## config.mk

```make
export PLATFORM = sky130hd
export DESIGN_NAME = psram_timing
export DESIGN_NICKNAME = d
export VERILOG_FILES = /design/src/rtl/psram_pkg.sv /design/src/rtl/psram_timing.sv
export SDC_FILE = /design/constraint.sdc
export NUM_CORES = 1
export LEC_CHECK = 0
export BUFFER_PORTS_ARGS = -buffer_cell sky130_fd_sc_hd__buf_4
export CORE_AREA = 4 4 41 43
export DETAILED_ROUTE_END_ITERATION = 10
export DIE_AREA = 0 0 45 47
export PLACE_DENSITY_LB_ADDON = 0.12
export SETUP_SLACK_MARGIN = 0.05
export SYNTH_ARGS = -nofsm -noshare
export SYNTH_HDL_FRONTEND = slang
export SYNTH_SLANG_ARGS = --single-unit
```

## constraint.sdc

```tcl
create_clock -name clk -period 1.6 [get_ports clk]
set_input_delay 0.4 -clock clk [delete_from_list [all_inputs] [get_ports clk]]
set_output_delay 0.4 -clock clk [all_outputs]
set_load 0.03 [all_outputs]
```

## src/rtl/psram_pkg.sv

```systemverilog
package psram_pkg;

    typedef enum logic [1:0] {
        CAUSE_NONE      = 2'd0,
        CAUSE_PRECHARGE = 2'd1,
        CAUSE_ACTIVE    = 2'd2
    } viol_cause_e;

    typedef struct packed {
        logic ce1_n;
        logic ce2;
        logic we_n;
        logic oe_n;
    } ctrl_t;

    localparam int CTRL_W = 4;

endpackage

```

## src/rtl/psram_timing.sv

```systemverilog
module psram_timing
    import psram_pkg::*;
#(
    parameter int PRECHARGE_MIN = 5,
    parameter int ACTIVE_MIN    = 30
) (
    input  logic       clk,
    input  logic       rst_n,
    input  logic       sel_i,
    input  logic       sel_prev_i,
    output logic       viol_o,
    output logic [1:0] cause_o
);

    localparam int PRE_W = $clog2(PRECHARGE_MIN + 1);
    localparam int ACT_W = $clog2(ACTIVE_MIN + 1);
    localparam logic [PRE_W-1:0] PRE_LIM = PRE_W'(PRECHARGE_MIN);
    localparam logic [ACT_W-1:0] ACT_LIM = ACT_W'(ACTIVE_MIN);

    typedef struct packed {
        logic [PRE_W-1:0] pre;
        logic [ACT_W-1:0] act;
        logic             viol;
        viol_cause_e      cause;
    } tim_state_t;

    tim_state_t st_d, st_q;
    logic       rise, fall;

    always_comb begin
        rise = sel_i && !sel_prev_i;
        fall = !sel_i && sel_prev_i;
        st_d = st_q;

        // selection length, counted in samples, saturating at the minimum
        if (rise)
            st_d.act = ACT_W'(1);
        else if (sel_i && st_q.act < ACT_LIM)
            st_d.act = st_q.act + 1'b1;

        // deselected length, counted in samples, saturating at the minimum
        if (fall)
            st_d.pre = PRE_W'(1);
        else if (!sel_i && st_q.pre < PRE_LIM)
            st_d.pre = st_q.pre + 1'b1;

        if (!st_q.viol) begin
            if (rise && st_q.pre < PRE_LIM) begin
                st_d.viol  = 1'b1;
                st_d.cause = CAUSE_PRECHARGE;
            end else if (fall && st_q.act < ACT_LIM) begin
                st_d.viol  = 1'b1;
                st_d.cause = CAUSE_ACTIVE;
            end
        end
    end

    always_ff @(posedge clk or negedge rst_n) begin
        if (!rst_n) begin
            st_q.pre   <= PRE_LIM;
            st_q.act   <= '0;
            st_q.viol  <= 1'b0;
            st_q.cause <= CAUSE_NONE;
        end else begin
            st_q <= st_d;
        end
    end

    assign viol_o  = st_q.viol;
    assign cause_o = st_q.cause;

    AST_VIOL_STICKY: assert property (@(posedge clk) disable iff (!rst_n)
        viol_o |=> viol_o);
    AST_CAUSE_FROZEN: assert property (@(posedge clk) disable iff (!rst_n)
        viol_o |=> $stable(cause_o));
    AST_FLAG_MATCHES_CAUSE: assert property (@(posedge clk) disable iff (!rst_n)
        viol_o == (cause_o != 2'd0));
    AST_SHORT_ACTIVE_FLAGGED: assert property (@(posedge clk) disable iff (!rst_n)
        (sel_prev_i && !sel_i && st_q.act < ACT_LIM) |=> viol_o);

endmodule

```

==> results by group <==
Finish
  • Most frequent cells in the layout: dfrtp_1, buf_4, nand2_1, a21oi_1
  • Final instance area: around 670 µm²
  • Ant. Diodes: 0
  • Layout cell share with drive strength beyond 1: ~22%
  • Most common cell after layout, fill and taps aside: dfrtp_1
  • Final net count: 74
  • Syn-to-layout area delta: 11.5%

STA
  • Final period util: 78.5%
  • Final Hold Vio Count: 0
  • Peak Freq: 0.796 GHz
  • Slew Viols, Final: 0
  • Hold_ws: between 300 and 400 ps
  • Final Setup Violations: 0
  • Setup_tns: 0 ps
  • Setup Skew: between 2 and 2.5 ps
  • Tmin final: 1260 ps
  • Least-Margin Pin Slew: approximately 240 ps
  • Headroom to the max-slew limit: a little over four fifths
  • RSZ-0062 raised after global routing: no

Critical path
  • Critical path destination: viol_o
  • FF-to-FF setup slack: approximately 380 ps
  • Slowest library cell on the worst path: dfrtp_1
  • Req. time, crit path: 1200 ps
  • CP peak stage delay: ~410 ps
  • RR Endpoint: st_q[9]
  • CP Depth: 1
  • Worst setup startpoint: viol_o
  • Worst r2r src: st_q[8]
  • Worst-case reg-to-reg path depth: 3
  • Crit-path cells: buf_4
  • Critical path class: flop to output port
  • CP max FO: 4
  • Critical Path End Type: output port
  • CP top delay family: flip-flops
  • Worst EP arrival: around 860 ps
  • Startpoint Class: flop
  • Crit path buf inv count: 1

Placed design
  • Final HPWL DP: approximately 820 µm
  • Placer Congestion: 0.742
  • IO buf count: 6
  • Placement Cell Area: between 600 and 700 µm²

Clock tree
  • CTS buffer count: 3
  • Clk_lat worst skew: 260 ps
  • PostCTS Resize Cnt: 0
  • Root Buffer: clkbuf_4
  • Clk buf depth: 2
  • CTS tree: yes
  • Num Clock Sinks: 11
  • H-tree lvl count: 1
  • Clk slew on worst S/H paths: around 70 ps

Outcome
  • Status: completed

Floorplan
  • DIE HEIGHT: 47 µm
  • Die width: 45 µm
  • Core footprint: 1300 µm²
  • Die ar.: 2120 µm²
  • Num rows: 13
  • IO Count: 7
  • Initial core utilization: 46.2%

Yosys
  • Syn nets: 66
  • Syn avg cell area: approximately 10 µm²
  • Synthesized cell area: 601 µm²
  • Number of synthesized flops with an enable pin: 0
  • Primary FF master, synth: dfrtp_1
  • Synth cell types: 30
  • Yosys reg bits: 11
  • Synth async-reset ratio: 100%
  • Post-Synth Simple-Gate Area: about a fifth
  • Area contributors post-synth: dfrtp_1, dfstp_2, a21oi_1
  • Post-synth top area cell: dfrtp_1
  • Largest family of logic cells by synthesized area: compound AO/OA/AOI/OAI gates
  • Synth Area in XOR/XNOR: 0%
  • Synth Area in Adders: 4.17%
  • Compound-Gate Fraction of Synth Area: 22.3%
  • Synthesized instance count: 60
  • Mux contribution to synthesized area: 0%
  • Syn. warnings: 0
  • Sequential element share of the synthesized area: 46.3%
  • Post-synth top area share: a little under two fifths

GRT
  • GRT overflow: 0
  • Largest net degree at the start of global routing: 15
  • Initial antenna violation count: 0
  • Gr usage total: 13.1%
  • Vias in the first global route: ~440
  • Global-route wire length before repair: 1950 µm

Route
  • Vias: around 480
  • Vias per inst: between 5 and 6
  • Initial DRC Count: 9
  • Detail Route Antenna Nets: 0
  • Drt drc: 0
  • DR pass1 iterations: 4
  • Total wire length: roughly 1100 µm
  • Post-DR wirelength/cell: between 10 and 15 µm

Power
  • Pleak: ~0.28 nW
  • Pwr dens: about 1200 nW/µm²
  • Total Power: 0.000809 W
  • Worst vdd ir: just over 0.6 mV

Flow run
  • Max-cap violations: 0

Hold path
  • HP Class: input pin to flop
-- cell families after synthesis --
group | count (synthesis)
compound gates | 20
simple gates | 19
flops | 11
buf+inv | 8
fa+ha+maj | 2
-- synthesized netlist by cell type, types with 2 or more instances --
cell type / n
nor2_1: 2
ha_1: 2
buf_4: 2
inv_1: 4
nand2_1: 5
dfstp_2: 2
o21ai_0: 4
nand3_1: 2
a21bo_2: 2
a21oi_1: 5
nand4_1: 2
nor3_1: 2
dfrtp_1: 9
-- per-stage QoR --
step           setup WS [ps]  util, %  cells
6_report                 344     51.4     82
5_1_grt                  251     51.4     82
4_1_cts                  332     51.4     82
3_5_place_dp             373     48.7     77
3_3_place_gp             380     48.7     77
2_1_floorplan            468        -     60
-- area by class of cell --
| cell class | instances | area [µm²] |
|---|---|---|
| well taps | 15 | 18.8 |
| inverters | 4 | 15.0 |
| fillers | 125 | 632 |
| multi-input cells | 41 | 277 |
| repair buffers | 7 | 55.1 |
| flip-flops and latches | 11 | 278 |
| clock buffers | 4 | 26.3 |
-- metal layers --
metal / share of wire [%] / GRT usage [%] / up-vias
met5: 0 / 0 / -
met2: 47 / 20.9 / 17
li1: - / - / 233
met1: 44 / 15.3 / 224
met3: 7.8 / 6.13 / 2
met4: 0.82 / 5.26 / 0
-- state kept, by name, indices dropped and copies added, names as in the netlist --
signal,cells
viol_o,1
cause_o,2
st_q,8
-- worst min path at each step --
stage,startpoint,end,slack [ps],depth (start not counted)
after floorplan,rst_n,cause_o[0],100,0
after global placement,rst_n,cause_o[1],240,1
after detailed placement,rst_n,cause_o[1],240,1
after CTS,sel_i,st_q[8],370,2
after global routing,sel_i,st_q[8],390,2
final,sel_i,st_q[8],380,2
-- power breakdown --
group / internal (W) / switching, W / leakage (nW)
combinational: 0.0000994 / 0.000101 / 0.138
sequential: 0.000350 / 0.0000755 / 0.131
clock: 0.0000964 / 0.0000864 / 0.0150
total: 0.000546 / 0.000263 / 0.284
-- repair_timing --
action / 4_1_cts / 5_1_grt
endpoints found under the hold margin: 9 / 0
buffers inserted: 0 / 0
hold buffers: 1 / 0
No activity file was read; power rests on OpenSTA's default activity.
